[config.mk]
export PLATFORM = sky130hd
export DESIGN_NAME = bundle_issue_gate
export DESIGN_NICKNAME = d
export VERILOG_FILES = /design/src/rtl/bundle_issue_pkg.sv /design/src/rtl/bil_layout.sv /design/src/rtl/bil_slot_check.sv /design/src/rtl/bil_port_arb.sv /design/src/rtl/bundle_issue_gate.sv
export SDC_FILE = /design/constraint.sdc
export NUM_CORES = 1
export LEC_CHECK = 0
export ABC_AREA = 1
export CORE_MARGIN = 1.5
export CORE_UTILIZATION = 45
export DETAILED_ROUTE_END_ITERATION = 6
export GPL_TIMING_DRIVEN = 0
export PLACE_DENSITY = 0.93
export SYNTH_ARGS = -nofsm -noshare
export SYNTH_HDL_FRONTEND = slang
export SYNTH_SLANG_ARGS = --single-unit
[constraint.sdc]
create_clock -name clk -period 4.2 [get_ports clk]
set_input_delay 0.84 -clock clk [delete_from_list [all_inputs] [get_ports clk]]
set_output_delay 0.84 -clock clk [all_outputs]
set_load 0.05 [all_outputs]
[src/rtl/bundle_issue_pkg.sv]
package bundle_issue_pkg;

   localparam int CLS_W    = 3;
   localparam int FMT_W    = 4;
   localparam int BASE_SLT = 5;

   typedef enum logic [2:0] {
      OC_NONE = 3'd0,
      OC_LD   = 3'd1,
      OC_ST   = 3'd2,
      OC_MUL  = 3'd3,
      OC_ALU  = 3'd4,
      OC_LDST = 3'd5
   } op_cls_e;

   typedef enum logic [2:0] {
      SK_NONE = 3'd0,
      SK_LS   = 3'd1,
      SK_LD   = 3'd2,
      SK_MU   = 3'd3,
      SK_AL   = 3'd4,
      SK_ANY  = 3'd5
   } slot_kind_e;

   // slot kind for a format / slot index pair
   function automatic slot_kind_e layout_kind(input logic [FMT_W-1:0] fmt, input int s);
      slot_kind_e k;
      k = SK_NONE;
      unique case (fmt)
         4'd0, 4'd1, 4'd2, 4'd3, 4'd4: begin
            case (s)
               0: k = SK_LS;
               1: k = SK_LD;
               2: k = SK_MU;
               3: k = SK_AL;
               default: k = SK_NONE;
            endcase
         end
         4'd5: begin
            case (s)
               0, 1: k = SK_LD;
               2: k = SK_MU;
               3: k = SK_AL;
               default: k = SK_NONE;
            endcase
         end
         4'd6: begin
            case (s)
               0: k = SK_LS;
               1: k = SK_LD;
               2: k = SK_MU;
               3, 4: k = SK_AL;
               default: k = SK_NONE;
            endcase
         end
         4'd7: begin
            case (s)
               0: k = SK_LD;
               1, 3, 4: k = SK_AL;
               2: k = SK_MU;
               default: k = SK_NONE;
            endcase
         end
         4'd8:  k = (s == 0) ? SK_LS : ((s == 1) ? SK_AL : SK_NONE);
         4'd9:  k = (s == 0) ? SK_LS : ((s == 1) ? SK_MU : SK_NONE);
         4'd10: k = (s == 0) ? SK_LS : ((s == 1) ? SK_LD : SK_NONE);
         4'd11: k = (s == 0) ? SK_ANY : SK_NONE;
         default: k = SK_NONE;
      endcase
      return k;
   endfunction

   function automatic logic fmt_reserved(input logic [FMT_W-1:0] fmt);
      return (fmt > 4'd11);
   endfunction

endpackage

[src/rtl/bil_layout.sv]
module bil_layout
   import bundle_issue_pkg::*;
#(
   parameter int                      NUM_SLOTS   = 5,
   parameter logic [2**FMT_W-1:0]     MULALU_MASK = 16'h004F
) (
   input  logic [FMT_W-1:0] fmt,
   output slot_kind_e       kind [NUM_SLOTS],
   output logic             mul_in_alu,
   output logic             reserved
);

   initial begin
      if (NUM_SLOTS < BASE_SLT)
         $error("bil_layout: NUM_SLOTS must cover the widest format");
   end

   genvar s;
   generate
      for (s = 0; s < NUM_SLOTS; s++) begin : g_slot
         if (s < BASE_SLT) begin : g_mapped
            always_comb kind[s] = layout_kind(fmt, s);
         end else begin : g_spare
            always_comb kind[s] = SK_NONE;
         end
      end
   endgenerate

   always_comb begin
      reserved   = fmt_reserved(fmt);
      mul_in_alu = MULALU_MASK[fmt] & ~reserved;
   end

   // R6 reserved formats expose no usable slot
   always_comb begin
      if (reserved) begin
         reserved_empty_chk: assert (kind[0] == SK_NONE && kind[1] == SK_NONE);
      end
   end

endmodule

[src/rtl/bil_slot_check.sv]
module bil_slot_check
   import bundle_issue_pkg::*;
(
   input  slot_kind_e       kind,
   input  logic [CLS_W-1:0] cls,
   input  logic             mul_in_alu,
   output logic             ok,
   output logic             uses_ld,
   output logic             uses_st
);

   always_comb begin
      ok = 1'b0;
      if (cls == OC_NONE) begin
         ok = 1'b1;
      end else begin
         unique case (kind)
            SK_LS:   ok = (cls == OC_LD) || (cls == OC_ST) || (cls == OC_LDST);
            SK_LD:   ok = (cls == OC_LD);
            SK_MU:   ok = (cls == OC_MUL);
            SK_AL:   ok = (cls == OC_ALU) || ((cls == OC_MUL) && mul_in_alu);
            SK_ANY:  ok = (cls <= OC_LDST);
            default: ok = 1'b0;
         endcase
      end
      uses_ld = (cls == OC_LD) || (cls == OC_LDST);
      uses_st = (cls == OC_ST) || (cls == OC_LDST);
   end

   // R3 undefined class codes are never accepted
   always_comb begin
      if (cls > OC_LDST) begin
         bad_class_chk: assert (!ok);
      end
   end

   // R4 a load-only slot never passes a store
   always_comb begin
      if (kind == SK_LD && ok) begin
         ld_slot_nostore_chk: assert (!uses_st);
      end
   end

endmodule

[src/rtl/bil_port_arb.sv]
module bil_port_arb #(
   parameter int N_LD  = 2,
   parameter int N_ST  = 1,
   parameter int CNT_W = 3
) (
   input  logic [CNT_W-1:0]     ld_total,
   input  logic [CNT_W-1:0]     st_total,
   input  logic [N_LD-1:0]      ld_rdy,
   input  logic [N_ST-1:0]      st_rdy,
   output logic                 over_budget,
   output logic [N_LD+N_ST-1:0] block
);

   logic [N_LD-1:0] need_ld;
   logic [N_ST-1:0] need_st;

   genvar p;
   generate
      for (p = 0; p < N_LD; p++) begin : g_ld
         always_comb need_ld[p] = (ld_total > CNT_W'(p));
         always_comb block[p]   = need_ld[p] & ~ld_rdy[p];
      end
      for (p = 0; p < N_ST; p++) begin : g_st
         always_comb need_st[p]    = (st_total > CNT_W'(p));
         always_comb block[N_LD+p] = need_st[p] & ~st_rdy[p];
      end
   endgenerate

   always_comb over_budget = (ld_total > CNT_W'(N_LD)) || (st_total > CNT_W'(N_ST));

   // R8 ports are claimed in order: a higher load port is never needed alone
   always_comb begin
      for (int i = 1; i < N_LD; i++) begin
         if (need_ld[i]) begin
            ld_order_chk: assert (need_ld[i-1]);
         end
      end
   end

endmodule

[src/rtl/bundle_issue_gate.sv]
module bundle_issue_gate
   import bundle_issue_pkg::*;
#(
   parameter int                  NUM_SLOTS   = 5,
   parameter int                  N_LD        = 2,
   parameter int                  N_ST        = 1,
   parameter logic [2**FMT_W-1:0] MULALU_MASK = 16'h004F
) (
   input  logic                       clk,
   input  logic                       rst_n,
   input  logic                       bndl_vld,
   input  logic [FMT_W-1:0]           bndl_fmt,
   input  logic [NUM_SLOTS*CLS_W-1:0] bndl_cls,
   input  logic [N_LD-1:0]            ld_port_rdy,
   input  logic [N_ST-1:0]            st_port_rdy,
   output logic                       go_ok,
   output logic                       go_hold,
   output logic                       go_bad,
   output logic [N_LD+N_ST-1:0]       hold_mask
);

   localparam int CNT_W  = $clog2(NUM_SLOTS + 1);
   localparam int PORT_N = N_LD + N_ST;

   initial begin
      if (N_LD < 1 || N_ST < 1)
         $error("bundle_issue_gate: at least one load and one store port required");
      if (NUM_SLOTS < BASE_SLT)
         $error("bundle_issue_gate: NUM_SLOTS too small");
   end

   slot_kind_e            kind [NUM_SLOTS];
   logic                  mul_in_alu;
   logic                  reserved;
   logic [NUM_SLOTS-1:0]  slot_ok;
   logic [NUM_SLOTS-1:0]  slot_ld;
   logic [NUM_SLOTS-1:0]  slot_st;
   logic [CNT_W-1:0]      ld_total;
   logic [CNT_W-1:0]      st_total;
   logic                  over_budget;
   logic [PORT_N-1:0]     block;
   logic                  illegal;

   bil_layout #(
      .NUM_SLOTS   (NUM_SLOTS),
      .MULALU_MASK (MULALU_MASK)
   ) u_layout (
      .fmt        (bndl_fmt),
      .kind       (kind),
      .mul_in_alu (mul_in_alu),
      .reserved   (reserved)
   );

   genvar s;
   generate
      for (s = 0; s < NUM_SLOTS; s++) begin : g_chk
         bil_slot_check u_slot (
            .kind       (kind[s]),
            .cls        (bndl_cls[s*CLS_W +: CLS_W]),
            .mul_in_alu (mul_in_alu),
            .ok         (slot_ok[s]),
            .uses_ld    (slot_ld[s]),
            .uses_st    (slot_st[s])
         );
      end
   endgenerate

   always_comb begin
      ld_total = '0;
      st_total = '0;
      for (int i = 0; i < NUM_SLOTS; i++) begin
         ld_total = ld_total + CNT_W'(slot_ld[i]);
         st_total = st_total + CNT_W'(slot_st[i]);
      end
   end

   bil_port_arb #(
      .N_LD  (N_LD),
      .N_ST  (N_ST),
      .CNT_W (CNT_W)
   ) u_arb (
      .ld_total    (ld_total),
      .st_total    (st_total),
      .ld_rdy      (ld_port_rdy),
      .st_rdy      (st_port_rdy),
      .over_budget (over_budget),
      .block       (block)
   );

   always_comb illegal = reserved | ~(&slot_ok) | over_budget;

   always_ff @(posedge clk) begin
      if (!rst_n) begin
         go_ok     <= 1'b0;
         go_hold   <= 1'b0;
         go_bad    <= 1'b0;
         hold_mask <= '0;
      end else if (!bndl_vld) begin
         go_ok     <= 1'b0;
         go_hold   <= 1'b0;
         go_bad    <= 1'b0;
         hold_mask <= '0;
      end else if (illegal) begin
         go_ok     <= 1'b0;
         go_hold   <= 1'b0;
         go_bad    <= 1'b1;
         hold_mask <= '0;
      end else if (|block) begin
         go_ok     <= 1'b0;
         go_hold   <= 1'b1;
         go_bad    <= 1'b0;
         hold_mask <= block;
      end else begin
         go_ok     <= 1'b1;
         go_hold   <= 1'b0;
         go_bad    <= 1'b0;
         hold_mask <= '0;
      end
   end

   // R2 no bundle presented, nothing reported
   idle_quiet_chk: assert property (@(posedge clk) disable iff (!rst_n)
      !bndl_vld |=> !(go_ok || go_hold || go_bad));

   // R11 a presented bundle gets exactly one verdict
   one_verdict_chk: assert property (@(posedge clk) disable iff (!rst_n)
      bndl_vld |=> ($countones({go_ok, go_hold, go_bad}) == 1));

   // R11 the blocking mask only accompanies a hold
   mask_with_hold_chk: assert property (@(posedge clk) disable iff (!rst_n)
      (hold_mask != '0) |-> go_hold);

   // R9 with every port ready no bundle is held
   all_ready_chk: assert property (@(posedge clk) disable iff (!rst_n)
      (bndl_vld && (&ld_port_rdy) && (&st_port_rdy)) |=> !go_hold);

   // R8 a hold never follows a bundle with no memory op
   hold_needs_mem_chk: assert property (@(posedge clk) disable iff (!rst_n)
      (bndl_vld && slot_ld == '0 && slot_st == '0) |=> !go_hold);

endmodule

==> impl_metrics.xml, run 1 <==
<?xml version="1.0" encoding="UTF-8"?>
<metrics>
  <group name="run_status">
    <metric name="outcome" unit="">finished with violations</metric>
    <metric name="failed_checks" unit="">DRC</metric>
  </group>
  <group name="hold_path">
    <metric name="hold_path_class" unit="">input pin to flop</metric>
  </group>
  <group name="setup_path">
    <metric name="cp_num_buf_inv" unit="">4</metric>
    <metric name="critical_path_origin" unit="">bndl_cls[1]</metric>
    <metric name="worst_setup_path_endpoint" unit="">hold_mask[2]</metric>
    <metric name="worst-path-max-fanout" unit="">3</metric>
    <metric name="cp.depth" unit="">13</metric>
    <metric name="worst-setup-path-type" unit="">input pin to flop</metric>
    <metric name="cp_data_arrival_time" unit="ns">3.69</metric>
    <metric name="critical_path_cell_by_cell" unit="">clkdlybuf4s50_1 -&gt; inv_1 -&gt; nand2_1 -&gt; o22ai_1 -&gt; fa_1 -&gt; inv_1 -&gt; fa_1 -&gt; inv_1 -&gt; ha_1 -&gt; o31ai_1 -&gt; nand3_1 -&gt; nand4_2 -&gt; nor2_2</metric>
    <metric name="critPathCaptureType" unit="">flop</metric>
    <metric name="timing.critical_path.from_type" unit="">input pin</metric>
    <metric name="critical-path-slowest-cell" unit="">sky130_fd_sc_hd__fa_1</metric>
    <metric name="timing.critical_path.max_delay_family" unit="">adder cells</metric>
    <metric name="critPathMostFrequentCell" unit="">sky130_fd_sc_hd__inv_1</metric>
    <metric name="max_stage_delay" unit="ns">0.54</metric>
    <metric name="critical_path_required" unit="ns">4.31</metric>
  </group>
  <group name="floorplanning">
    <metric name="x_dimension_of_the_die" unit="um">44.7</metric>
    <metric name="row_count" unit="">14</metric>
    <metric name="num_io_pins" unit="">31</metric>
    <metric name="die-area" unit="um2">1990</metric>
    <metric name="die_h" unit="um">44.7</metric>
    <metric name="start_util" unit="%">50.1</metric>
    <metric name="core-area" unit="um2">1560</metric>
  </group>
  <group name="clocking">
    <metric name="cts.path.max_buffers" unit="">2</metric>
    <metric name="cts.root.buffer_cell" unit="">sky130_fd_sc_hd__clkbuf_4</metric>
    <metric name="cts_hold_repair.buffers" unit="">0</metric>
    <metric name="numCtsBuffers" unit="">3</metric>
    <metric name="tritoncts_clock_tree" unit="">yes</metric>
    <metric name="clk_pin_slew" unit="ns">0.04</metric>
    <metric name="numClockSinks" unit="">6</metric>
    <metric name="cts.htree.levels" unit="">1</metric>
    <metric name="cts_setup_buffers" unit="">0</metric>
    <metric name="post_cts_resize_count" unit="">0</metric>
  </group>
  <group name="grt">
    <metric name="antenna_found_initial" unit="">0</metric>
    <metric name="grt-ovfl-total" unit="">0</metric>
    <metric name="grt_max_degree" unit="">8</metric>
    <metric name="wire_length_of_the_first_global_routing_pass" unit="um">2860</metric>
    <metric name="grt_use_total" unit="%">18.9</metric>
    <metric name="vias_in_the_first_global_route" unit="">773</metric>
  </group>
  <group name="drt">
    <metric name="dr.first_iter.drc_count" unit="">19</metric>
    <metric name="route.final.wire_length" unit="um">1720</metric>
    <metric name="detail_route.vias_per_cell" unit="">4.84</metric>
    <metric name="ant_nets" unit="">0</metric>
    <metric name="number_of_vias_in_the_routed_layout" unit="">861</metric>
    <metric name="detail_route.drc_violations" unit="">3</metric>
    <metric name="wl_per_cell" unit="um">9.66</metric>
    <metric name="drt_pass1_iterations" unit="">6</metric>
  </group>
  <group name="place">
    <metric name="placed_cells_incl_taps" unit="">175</metric>
    <metric name="detailedPlacementHpwl" unit="um">1510</metric>
    <metric name="portBuffers" unit="">30</metric>
    <metric name="finalWeightedCongestion" unit="">0.844</metric>
  </group>
  <group name="yosys">
    <metric name="seq_total_area_yosys" unit="%">15.4</metric>
    <metric name="synth_nets" unit="">163</metric>
    <metric name="ys.warnings.count" unit="">0</metric>
    <metric name="synth_area_per_cell" unit="um2">6.05</metric>
    <metric name="synth_cells" unit="">129</metric>
    <metric name="netlist-cell-type-count" unit="">21</metric>
    <metric name="ys_seq_elements" unit="">6</metric>
    <metric name="mappedNetlistArea" unit="um2">781</metric>
  </group>
  <group name="sta">
    <metric name="period_needed" unit="ns">3.58</metric>
    <metric name="fmax" unit="MHz">279</metric>
    <metric name="rsz_0062_raised_after_global_routing" unit="">no</metric>
    <metric name="hold_violations" unit="">0</metric>
    <metric name="slew_headroom" unit="%">66.7</metric>
    <metric name="setup_violations" unit="">0</metric>
    <metric name="final_max_slew_viol_count" unit="">0</metric>
    <metric name="post-route-period-util" unit="%">85.2</metric>
    <metric name="tns" unit="ns">0</metric>
    <metric name="worst_pin_slew" unit="ns">0.498</metric>
  </group>
  <group name="finish">
    <metric name="layout-area-overhead-vs-synth" unit="%">43.9</metric>
    <metric name="insertedDiodeCount" unit="">0</metric>
    <metric name="fin_cells" unit="">178</metric>
    <metric name="drive_gt1_share" unit="%">9.26</metric>
    <metric name="final_net_count" unit="">198</metric>
  </group>
  <group name="power">
    <metric name="cellPowerDensity" unit="nW/um2">191</metric>
    <metric name="power_leakage" unit="nW">0.604</metric>
    <metric name="vdd_drop_max" unit="mV">0.121</metric>
  </group>
  <group name="job">
    <metric name="drv.max_cap_violation_count" unit="">0</metric>
  </group>
</metrics>
-- worst min path at each step --
stage	start	end	depth (start not counted)
finish	rst_n	go_bad	3
global route	rst_n	go_bad	3
CTS	rst_n	go_bad	3
detailed placement	rst_n	go_bad	3
global placement	bndl_vld	go_bad	3
floorplan	bndl_vld	go_bad	2
-- sequential cells by signal, summed over array words and instances (netlist names) --
name,count
hold_mask,3
go_bad,1
go_hold,1
go_ok,1
-- tightest hold or removal path, cell delays in order --
cell and delay [ns]:
sky130_fd_sc_hd__clkdlybuf4s50_1 0.40, sky130_fd_sc_hd__nand2_1 0.10, sky130_fd_sc_hd__a21oi_1 0.05
-- cells in the mapped netlist --
| library cell | instances | area (um2) |
|---|---|---|
| sky130_fd_sc_hd__nand3_2 | 4 | 40.0 |
| sky130_fd_sc_hd__nand3_1 | 9 | 45.0 |
| sky130_fd_sc_hd__a211oi_1 | 1 | 7.51 |
| sky130_fd_sc_hd__dfxtp_1 | 6 | 120 |
| sky130_fd_sc_hd__o22ai_1 | 1 | 6.26 |
| sky130_fd_sc_hd__nand4_2 | 1 | 12.5 |
| sky130_fd_sc_hd__inv_1 | 28 | 105 |
| sky130_fd_sc_hd__nand2_1 | 37 | 139 |
| sky130_fd_sc_hd__ha_1 | 5 | 62.6 |
| sky130_fd_sc_hd__o31ai_1 | 1 | 7.51 |
| sky130_fd_sc_hd__a21oi_1 | 3 | 15.0 |
| sky130_fd_sc_hd__fa_1 | 4 | 80.1 |
| sky130_fd_sc_hd__o21ai_1 | 1 | 5.00 |
| sky130_fd_sc_hd__nor2_4 | 1 | 11.3 |
| sky130_fd_sc_hd__nor2_2 | 2 | 12.5 |
| sky130_fd_sc_hd__nor2_1 | 15 | 56.3 |
| sky130_fd_sc_hd__inv_2 | 2 | 7.51 |
| sky130_fd_sc_hd__nor3_1 | 1 | 5.00 |
| sky130_fd_sc_hd__nand2_2 | 2 | 12.5 |
| sky130_fd_sc_hd__o21ai_0 | 3 | 15.0 |
| sky130_fd_sc_hd__o21bai_1 | 2 | 15.0 |
-- through the flow --
step	util (%)	area (um2)	hold WS, ns	power, W	worst slack (ns)
after detailed placement	70.6	1100	1.45	0.000164	0.400
after CTS	72.1	1120	1.20	0.000216	0.633
after floorplan	-	781	0.979	0.000124	1.10
final	72.1	1120	1.21	0.000215	0.622
after global routing	72.1	1120	1.24	0.000233	0.387
after global placement	70.6	1100	1.41	0.000161	0.408
-- per-layer routing --
metal	GRT usage (%)	wire, um
met5	0	0
met3	2.86	118
met4	7.27	19
met1	22.8	738
met2	33.3	843
-- cells in the final DEF, fill, tap and decap left out --
cell type,count
sky130_fd_sc_hd__o21ai_1,1
sky130_fd_sc_hd__o22ai_1,1
sky130_fd_sc_hd__nand2_2,2
sky130_fd_sc_hd__clkdlybuf4s50_1,30
sky130_fd_sc_hd__o21ai_0,3
sky130_fd_sc_hd__nor2_1,15
sky130_fd_sc_hd__nand4_2,1
sky130_fd_sc_hd__clkbuf_4,3
sky130_fd_sc_hd__fa_1,4
sky130_fd_sc_hd__nor2_4,1
sky130_fd_sc_hd__nor2_2,2
sky130_fd_sc_hd__o21bai_1,2
sky130_fd_sc_hd__ha_1,5
sky130_fd_sc_hd__nand2_1,37
sky130_fd_sc_hd__o31ai_1,1
sky130_fd_sc_hd__nor3_1,1
sky130_fd_sc_hd__inv_1,28
sky130_fd_sc_hd__inv_2,2
sky130_fd_sc_hd__nand3_2,4
sky130_fd_sc_hd__a21oi_1,3
sky130_fd_sc_hd__a211oi_1,1
sky130_fd_sc_hd__dfxtp_1,6
sky130_fd_sc_hd__nand3_1,9
-- logic make-up after synthesis --
| group | Yosys count | share of synthesized area (%) |
|---|---|---|
| fa+ha+maj | 9 | 18.3 |
| compound gates | 12 | 9.13 |
| flops | 6 | 15.4 |
| buf+inv | 30 | 14.4 |
| simple gates | 72 | 42.8 |
-- cell type report --
| class | instances | area, um2 |
|---|---|---|
| sequential | 6 | 120 |
| tap | 16 | 20.0 |
| inverter | 30 | 113 |
| clock buffer | 3 | 22.5 |
| multi-input combinational | 93 | 548 |
| timing repair buffer | 30 | 300 |
| fill | 131 | 435 |
-- report_power, final --
group	switching [W]	internal (W)
clock	0.0000190	0.0000322
sequential	0.0000000951	0.0000576
combinational	0.0000562	0.0000495
Power figures use the tool's default switching activity.
==> run 2: changes to the inputs <==
--- a/config.mk
+++ b/config.mk
@@ -7,10 +7,11 @@
 export LEC_CHECK = 0
 export ABC_AREA = 1
 export CORE_MARGIN = 1.5
-export CORE_UTILIZATION = 45
+export CORE_UTILIZATION = 43
+export CTS_CLUSTER_DIAMETER = 80
 export DETAILED_ROUTE_END_ITERATION = 6
 export GPL_TIMING_DRIVEN = 0
-export PLACE_DENSITY = 0.93
+export PLACE_DENSITY = 0.85
 export SYNTH_ARGS = -nofsm -noshare
 export SYNTH_HDL_FRONTEND = slang
 export SYNTH_SLANG_ARGS = --single-unit
==> constraint.sdc (replaced) <==
create_clock -name clk -period 4.01 [get_ports clk]
set_input_delay 0.802 -clock clk [delete_from_list [all_inputs] [get_ports clk]]
set_output_delay 0.802 -clock clk [all_outputs]
set_load 0.05 [all_outputs]
==> impl_metrics.xml, run 2 (synthesis gave the netlist of run 1 again) <==
<?xml version="1.0" encoding="UTF-8"?>
<metrics>
  <group name="place">
    <metric name="finalWeightedCongestion" unit="">0.873</metric>
    <metric name="portBuffers" unit="">30</metric>
    <metric name="detailedPlacementHpwl" unit="um">1630</metric>
    <metric name="pre_cts_ws" unit="ns">0.211</metric>
  </group>
  <group name="hold_path">
    <metric name="launch_point_of_the_worst_hold_path" unit="">bndl_vld</metric>
    <metric name="worstHoldEndpoint" unit="">go_bad</metric>
    <metric name="hold_path_class" unit="">input pin to flop</metric>
    <metric name="holdPathStages" unit="">3</metric>
  </group>
  <group name="setup_path">
    <metric name="worst-setup-path-type" unit="">input pin to flop</metric>
    <metric name="critPathMostFrequentCell" unit="">sky130_fd_sc_hd__inv_1</metric>
    <metric name="critPathCaptureType" unit="">flop</metric>
    <metric name="max_stage_delay" unit="ns">0.56</metric>
    <metric name="critical_path_cell_by_cell" unit="">clkdlybuf4s50_1 -&gt; inv_1 -&gt; nand2_1 -&gt; o22ai_1 -&gt; fa_1 -&gt; inv_1 -&gt; fa_1 -&gt; inv_1 -&gt; ha_1 -&gt; o31ai_1 -&gt; nand3_1 -&gt; nand4_2 -&gt; nor2_2</metric>
    <metric name="cp_data_arrival_time" unit="ns">3.65</metric>
    <metric name="critical-path-slowest-cell" unit="">sky130_fd_sc_hd__fa_1</metric>
    <metric name="critical_path_required" unit="ns">4.13</metric>
    <metric name="worst-path-max-fanout" unit="">3</metric>
    <metric name="timing.critical_path.from_type" unit="">input pin</metric>
  </group>
  <group name="finish">
    <metric name="mostFrequentLayoutCell" unit="">sky130_fd_sc_hd__nand2_1</metric>
    <metric name="finalCoreUtilization" unit="%">66.4</metric>
    <metric name="insertedDiodeCount" unit="">0</metric>
    <metric name="layout_common_cells" unit="">37 x sky130_fd_sc_hd__nand2_1, 30 x sky130_fd_sc_hd__clkdlybuf4s50_1, 28 x sky130_fd_sc_hd__inv_1</metric>
    <metric name="final_net_count" unit="">198</metric>
    <metric name="max_flop_register" unit="">hold_mask</metric>
    <metric name="layout-area-overhead-vs-synth" unit="%">45.4</metric>
    <metric name="multiInputGateArea" unit="um2">548</metric>
    <metric name="seqCellArea" unit="um2">120</metric>
    <metric name="largest_reg_flops" unit="">3</metric>
    <metric name="drive_gt1_share" unit="%">9.26</metric>
    <metric name="fillers" unit="">160</metric>
  </group>
  <group name="grt">
    <metric name="antenna_found_initial" unit="">0</metric>
    <metric name="grt_max_degree" unit="">8</metric>
    <metric name="grt_use_total" unit="%">20.4</metric>
    <metric name="grt-ovfl-total" unit="">0</metric>
    <metric name="wire_length_of_the_first_global_routing_pass" unit="um">3060</metric>
    <metric name="vias_in_the_first_global_route" unit="">827</metric>
  </group>
  <group name="clocking">
    <metric name="clk_pin_slew" unit="ns">0.04</metric>
    <metric name="tritoncts_clock_tree" unit="">yes</metric>
    <metric name="cts.htree.levels" unit="">1</metric>
    <metric name="cts.root.buffer_cell" unit="">sky130_fd_sc_hd__clkbuf_4</metric>
    <metric name="cts_hold_repair.buffers" unit="">0</metric>
    <metric name="numCtsBuffers" unit="">3</metric>
    <metric name="cts_setup_buffers" unit="">0</metric>
    <metric name="cts.path.max_buffers" unit="">2</metric>
    <metric name="numClockSinks" unit="">6</metric>
    <metric name="post_cts_resize_count" unit="">0</metric>
  </group>
  <group name="drt">
    <metric name="detail_route.vias_per_cell" unit="">4.73</metric>
    <metric name="drt_pass1_iterations" unit="">4</metric>
    <metric name="ant_nets" unit="">0</metric>
    <metric name="wl_per_cell" unit="um">9.61</metric>
    <metric name="dr.first_iter.drc_count" unit="">16</metric>
    <metric name="detail_route.drc_violations" unit="">0</metric>
    <metric name="route.final.wire_length" unit="um">1800</metric>
    <metric name="number_of_vias_in_the_routed_layout" unit="">885</metric>
  </group>
  <group name="floorplanning">
    <metric name="start_util" unit="%">45.7</metric>
    <metric name="die_h" unit="um">45.6</metric>
    <metric name="row_count" unit="">15</metric>
    <metric name="die-area" unit="um2">2080</metric>
    <metric name="num_io_pins" unit="">31</metric>
    <metric name="x_dimension_of_the_die" unit="um">45.6</metric>
    <metric name="core-area" unit="um2">1710</metric>
  </group>
  <group name="power">
    <metric name="cellPowerDensity" unit="nW/um2">202</metric>
    <metric name="power_leakage" unit="nW">0.604</metric>
    <metric name="vdd_drop_max" unit="mV">0.0727</metric>
    <metric name="fin_total_pwr" unit="W">0.000229</metric>
  </group>
  <group name="sta">
    <metric name="final_max_slew_viol_count" unit="">0</metric>
    <metric name="period_needed" unit="ns">3.53</metric>
    <metric name="hold_violations" unit="">0</metric>
    <metric name="worst_pin_slew" unit="ns">0.497</metric>
    <metric name="slew_headroom" unit="%">66.8</metric>
    <metric name="fmax" unit="MHz">284</metric>
    <metric name="setup_violations" unit="">0</metric>
    <metric name="post-route-period-util" unit="%">87.9</metric>
    <metric name="finalWorstSetupSlack" unit="ns">0.484</metric>
    <metric name="tns" unit="ns">0</metric>
    <metric name="rsz_0062_raised_after_global_routing" unit="">no</metric>
    <metric name="worst_hold_slack" unit="ns">1.12</metric>
  </group>
  <group name="run_status">
    <metric name="outcome" unit="">finished clean</metric>
  </group>
  <group name="job">
    <metric name="drv.max_cap_violation_count" unit="">0</metric>
  </group>
</metrics>
## run 2: cell counts in the layout (fill, tap and decap cells not counted)
Identical to the previous run, type by type.
## run 2: how the worst max path moves through the flow
stage,to,from,cells after the start
after floorplan,hold_mask[2],bndl_cls[1],15
after global placement,hold_mask[2],bndl_cls[1],16
after detailed placement,hold_mask[2],bndl_cls[1],13
after CTS,hold_mask[2],bndl_cls[1],13
after global routing,hold_mask[2],bndl_cls[3],14
final,hold_mask[2],bndl_cls[1],13
## run 2: layout make-up
type,instances,share of cell area [%]
sequential,6,10.6
multi-input combinational,93,48.3
timing repair buffer,30,26.5
inverter,30,9.92
tap,25,2.76
clock buffer,3,1.98
## run 2: stage by stage
stage | cells | cell area, um2
after floorplan | 129 | 781
final | 187 | 1130
after CTS | 187 | 1130
after global routing | 187 | 1130
after global placement | 184 | 1110
after detailed placement | 184 | 1110
## run 2: critical path, delay by kind of cell
kind | cells | cell delay, ns
buf+inv | 4 | 0.68
fa+ha+maj | 3 | 1.22
compound gates | 2 | 0.48
simple gates | 4 | 0.46
## run 2: power breakdown
part | leakage (nW) | total (W) | internal (W) | switching, W
clock network | 0.0138 | 0.0000572 | 0.0000339 | 0.0000232
logic | 0.542 | 0.000111 | 0.0000519 | 0.0000592
registers | 0.0486 | 0.0000605 | 0.0000604 | 0.000000101
## run 2: metal layers
| layer | track usage (%) | part of all wire (%) | wire (um) |
|---|---|---|---|
| met5 | 0 | 0 | 0 |
| met4 | 10.6 | 2.1 | 38 |
| met3 | 1.19 | 5.1 | 92 |
| met2 | 40.0 | 53 | 956 |
| met1 | 21.0 | 39 | 709 |
